--- config.mk ---
export PLATFORM = sky130hd
export DESIGN_NAME = ppc_top
export DESIGN_NICKNAME = d
export VERILOG_FILES = /design/src/rtl/ppc_pkg.sv /design/src/rtl/ppc_seq_step.sv /design/src/rtl/ppc_page_reg.sv /design/src/rtl/ppc_addr_part.sv /design/src/rtl/ppc_top.sv
export SDC_FILE = /design/constraint.sdc
export NUM_CORES = 1
export LEC_CHECK = 0
export ABC_AREA = 1
export BUFFER_PORTS_ARGS = -buffer_cell sky130_fd_sc_hd__buf_2
export CORE_MARGIN = 3
export CORE_UTILIZATION = 48
export CTS_CLUSTER_SIZE = 10
export DETAILED_ROUTE_END_ITERATION = 8
export PLACE_DENSITY = 0.81
export SLEW_MARGIN = 20
export SYNTH_ARGS = -nofsm -noshare
export SYNTH_HDL_FRONTEND = slang
export SYNTH_HIERARCHICAL = 1
export SYNTH_SLANG_ARGS = --single-unit
--- constraint.sdc ---
create_clock -name clk -period 2.2 [get_ports clk]
set_input_delay 0.33 -clock clk [delete_from_list [all_inputs] [get_ports clk]]
set_output_delay 0.33 -clock clk [all_outputs]
set_load 0.01 [all_outputs]
--- src/rtl/ppc_pkg.sv ---
package ppc_pkg;
  localparam int PAGE_W = 5;
  localparam int ADDR_W = 6;
  localparam int PC_W   = PAGE_W + ADDR_W;

  typedef logic [PAGE_W-1:0] page_t;
  typedef logic [ADDR_W-1:0] addr_t;
  typedef logic [PC_W-1:0]   pc_t;

  typedef enum logic [1:0] {
    ACT_KEEP = 2'd0,
    ACT_STEP = 2'd1,
    ACT_LOAD = 2'd2
  } addr_act_e;
endpackage

--- src/rtl/ppc_seq_step.sv ---
module ppc_seq_step #(
  parameter int W          = 6,
  parameter int TAP_HI     = 5,
  parameter int TAP_LO     = 4,
  parameter bit FULL_CYCLE = 1'b1
) (
  input  logic [W-1:0] cur_i,
  output logic [W-1:0] nxt_o
);
  localparam int LOW_W = W - 1;

  logic fb;
  logic fix;
  logic ins;

  // XNOR feedback: the all-ones word is the state it would lock up in.
  assign fb = ~(cur_i[TAP_HI] ^ cur_i[TAP_LO]);

  generate
    if (FULL_CYCLE) begin : g_full
      // Invert the inserted bit whenever the low bits are all ones.
      // This splices the all-ones word into the loop.
      assign fix = &cur_i[LOW_W-1:0];
    end else begin : g_plain
      assign fix = 1'b0;
    end
  endgenerate

  assign ins   = fb ^ fix;
  assign nxt_o = {cur_i[LOW_W-1:0], ins};
endmodule

--- src/rtl/ppc_page_reg.sv ---
module ppc_page_reg
  import ppc_pkg::*;
(
  input  logic  clk,
  input  logic  rst,
  input  logic  ld_i,
  input  page_t d_i,
  output page_t q_o
);
  page_t q;

  always_ff @(posedge clk) begin
    if (rst)       q <= '0;
    else if (ld_i) q <= d_i;
  end

  assign q_o = q;

  p_page_only_by_load_r2: assert property (@(posedge clk) disable iff (rst)
    !ld_i |=> $stable(q));

  p_page_load_r2: assert property (@(posedge clk) disable iff (rst)
    ld_i |=> q == $past(d_i));
endmodule

--- src/rtl/ppc_addr_part.sv ---
module ppc_addr_part
  import ppc_pkg::*;
#(
  parameter int TAP_HI = 5,
  parameter int TAP_LO = 4
) (
  input  logic  clk,
  input  logic  rst,
  input  logic  adv_i,
  input  logic  hold_i,
  input  logic  ld_i,
  input  addr_t d_i,
  output addr_t q_o
);
  addr_t     q;
  addr_t     nxt;
  addr_act_e act;

  ppc_seq_step #(
    .W(ADDR_W), .TAP_HI(TAP_HI), .TAP_LO(TAP_LO), .FULL_CYCLE(1'b1)
  ) u_step (
    .cur_i(q),
    .nxt_o(nxt)
  );

  always_comb begin
    if (ld_i)                 act = ACT_LOAD;
    else if (adv_i && !hold_i) act = ACT_STEP;
    else                      act = ACT_KEEP;
  end

  always_ff @(posedge clk) begin
    if (rst) begin
      q <= '0;
    end else begin
      case (act)
        ACT_LOAD: q <= d_i;
        ACT_STEP: q <= nxt;
        default:  q <= q;
      endcase
    end
  end

  assign q_o = q;

  p_shift_form_r3: assert property (@(posedge clk) disable iff (rst)
    (adv_i && !hold_i && !ld_i) |=> q[ADDR_W-1:1] == $past(q[ADDR_W-2:0]));

  p_step_moves_r4: assert property (@(posedge clk) disable iff (rst)
    (adv_i && !hold_i && !ld_i) |=> q != $past(q));

  p_hold_stall_r6: assert property (@(posedge clk) disable iff (rst)
    (hold_i && !ld_i) |=> $stable(q));

  p_load_wins_r7: assert property (@(posedge clk) disable iff (rst)
    ld_i |=> q == $past(d_i));

  p_idle_keep_r8: assert property (@(posedge clk) disable iff (rst)
    (!adv_i && !ld_i) |=> $stable(q));

  p_ones_exit_r5: assert property (@(posedge clk) disable iff (rst)
    (q == '1 && adv_i && !hold_i && !ld_i) |=> q == addr_t'({ADDR_W-1{1'b1}} << 1));
endmodule

--- src/rtl/ppc_top.sv ---
module ppc_top
  import ppc_pkg::*;
#(
  parameter int TAP_HI = 5,
  parameter int TAP_LO = 4
) (
  input  logic                    clk,
  input  logic                    rst,
  input  logic                    adv_i,
  input  logic                    hold_i,
  input  logic                    page_ld_i,
  input  logic [PAGE_W-1:0]       page_d_i,
  input  logic                    addr_ld_i,
  input  logic [ADDR_W-1:0]       addr_d_i,
  output logic [PC_W-1:0]         pc_o
);
  page_t page_q;
  addr_t addr_q;

  ppc_page_reg u_page (
    .clk (clk),
    .rst (rst),
    .ld_i(page_ld_i),
    .d_i (page_d_i),
    .q_o (page_q)
  );

  ppc_addr_part #(.TAP_HI(TAP_HI), .TAP_LO(TAP_LO)) u_addr (
    .clk   (clk),
    .rst   (rst),
    .adv_i (adv_i),
    .hold_i(hold_i),
    .ld_i  (addr_ld_i),
    .d_i   (addr_d_i),
    .q_o   (addr_q)
  );

  assign pc_o = {page_q, addr_q};

  p_reset_clear_r1: assert property (@(posedge clk)
    rst |=> pc_o == '0);

  p_no_carry_r2: assert property (@(posedge clk) disable iff (rst)
    (!page_ld_i && addr_q == '1) |=> pc_o[PC_W-1:ADDR_W] == $past(page_q));
endmodule

==> results.yml <==
outcome:
  status: "completed"
floorplan:
  core_um2: 1171
  initial_core_util: 0.5395
  num_io_pins: 28
  dieArea_um2: 1788
  std_cell_rows: 12
  fp.dieH_um: 42.28
  dieWidth_um: 42.28
sta:
  fin_crit_ps: 1160
  hold_viol_final: 0
  fmax_ghz: 0.8624
  worst_pin_slew_ps: 201.4
  timing.hold.ws_ps: 298.6
  rsz0062_at_grt: "no"
  maxSlewViolCount: 0
  final.period_utilization: 0.5271
  tns_ps: 0
  finClkSkew_ps: 2.109
  relSlewSlack: 0.8652
  setup_violations: 0
critical_path:
  crit_required_ps: 1870
  cp_slowest_cell: "dfxtp_1"
  crit_chain: "buf_2"
  cp_num_buf_inv: 1
  cp-end-kind: "output port"
  r2r_cells: 7
  cp.depth: 1
  critPathMaxFanout: 5
  crit_path_start_kind: "register"
  critPathKind: "reg -> out"
  cp.arrival_ps: 830
  cp_top_family: "flip-flops"
  slowest_delay_ps: 400
yosys:
  synth_cell_type_count: 12
  synth.most_common_cell: "nand2_1"
  syn_inst: 99
  synth_common_cells: "30 x nand2_1, 18 x inv_1, 11 x dfxtp_1, 10 x nor2_1"
  synth_top_area_frac: 0.3485
  yosys.area.top_type: "dfxtp_1"
  yosys_warnings: 6
  synth_ff_type: "dfxtp_1"
  synth-edff-count: 0
  synth-seq-cells: 11
  seq_area_frac_synth: 0.3485
  yosys-top-cells-area: "dfxtp_1 35%, nand2_1 18%, inv_1 11%"
  syn-num-nets: 116
  synthArstFlopShare: 0
  synth.cell_area_um2: 631.9
  avgSynthCellArea_um2: 6.382
detailed_routing:
  viasPerCell: 4.522
  wire_per_inst_um: 9.375
  ant_nets: 0
  drc: 0
  vias: 615
  drt_iter0_drc: 15
  postRouteWirelength_um: 1275
  dr.pass1.iters: 4
cts:
  cts_sinks: 11
  root_buffer: "clkbuf_4"
  cts_resized: 0
  cts_inserted_buffers: 3
  cts-hold-fix-buffers: 0
  h-tree-depth: 1
  cts_tree: "done"
  clk_latency_ps: 270
  clk_path_buf_depth: 2
  clkTransAtPathRegs_ps: 70
  postCtsSetupBuffers: 0
global_route:
  grt.total_usage: 0.1511
  grt_pass1_wl_um: 2070
  grt_pass1_vias: 518
  gr-total-overflow: 0
  antenna_found_initial: 0
  grt_max_degree: 13
placement:
  gp_congestion: 0.8392
  io_buffers: 27
  hpwl_um: 1027
pwr:
  p_leak_uw: 0.0004580
  p_comb_frac: 0.208
  irDropWorstVdd_uv: 336.5
  power_switching_share: 0.2923
  switchingPower_uw: 135.2
  powerDensity_nw_per_um2: 619.1
  p_int_uw: 327.3
  p_seq_frac: 0.489
  clkPwrFrac: 0.303
cells_and_area:
  area_growth_pct: 18.22
  drive_above_1_share: 0.2705
  n_antenna_cell: 0
  nets: 140
min_path:
  hp-class: "in -> reg"
  min_delay_path_depth: 3
job:
  maxCapViolCount: 0
==> state kept, by name, indices dropped and copies added (netlist names) <==
signal and cells:
u_page/q_o 5, u_addr/q_o 6
==> cell type report <==
type | count | area, µm²
fillers | 114 | 424.2
multi-input cells | 61 | 276.5
flip-flops and latches | 11 | 220.2
repair buffers | 27 | 135.1
inverters | 19 | 71.32
clock buffers | 4 | 26.28
well taps | 14 | 17.52
==> cells in the final DEF (no fill, tap or decap) <==
cell type	n
a21oi_1	6
inv_2	1
o21bai_1	6
nand2_2	1
clkbuf_1	1
nand3_2	1
dfxtp_1	11
nand2_1	30
nor2_1	10
inv_1	18
nand3_1	7
clkbuf_4	3
buf_2	27
==> final timing paths <==
kind                            slack, ps           from       endpoint
worst max-delay path                 1040  u_addr/q_o[4]        pc_o[4]
worst min-delay path                  300    addr_d_i[2]  u_addr/q_o[2]
worst min register to register        470  u_page/q_o[0]  u_page/q_o[0]
worst max register to register       1180  u_addr/q_o[0]  u_addr/q_o[0]
==> metal layers <==
| layer | up-vias | part of all wire | track usage | wire length (µm) |
|---|---|---|---|---|
| met5 | - | 0 | 0 | 0 |
| met4 | 0 | 0.019 | 0.09317 | 24 |
| met3 | 2 | 0.060 | 0.02575 | 77 |
| met2 | 15 | 0.45 | 0.2340 | 571 |
| met1 | 260 | 0.47 | 0.1922 | 601 |
| li1 | 338 | - | - | - |
==> metrics by stage <==
step / setup slack [ps] / area (µm²) / instances / total power [µW] / utilization
6_report: 1040 / 747.0 / 136 / 462.4 / 0.6378
5_1_grt: 967.9 / 747.0 / 136 / 495.9 / 0.6378
4_1_cts: 1027 / 747.0 / 136 / 470.3 / 0.6378
3_5_place_dp: 1174 / 720.7 / 132 / 326.7 / 0.6154
3_3_place_gp: 1191 / 720.7 / 132 / 323.5 / 0.6154
2_1_floorplan: 1143 / 631.9 / 99 / 302.4 / -
==> cells by family after synthesis <==
group           after synthesis  share of synthesized area
compound gates               12                     0.1188
buf+inv                      27                     0.2138
flops                        11                     0.3485
simple gates                 49                     0.3188
==> power by group through the flow <==
stage	registers, µW	logic (µW)	clock network, µW
final	226	96.2	140
after global routing	229	109	159
after CTS	226	96.5	148
after detailed placement	231	95.9	0
after global placement	230	93.2	0
after floorplan	237	65.2	0
No activity file was read; power rests on OpenSTA's default activity.
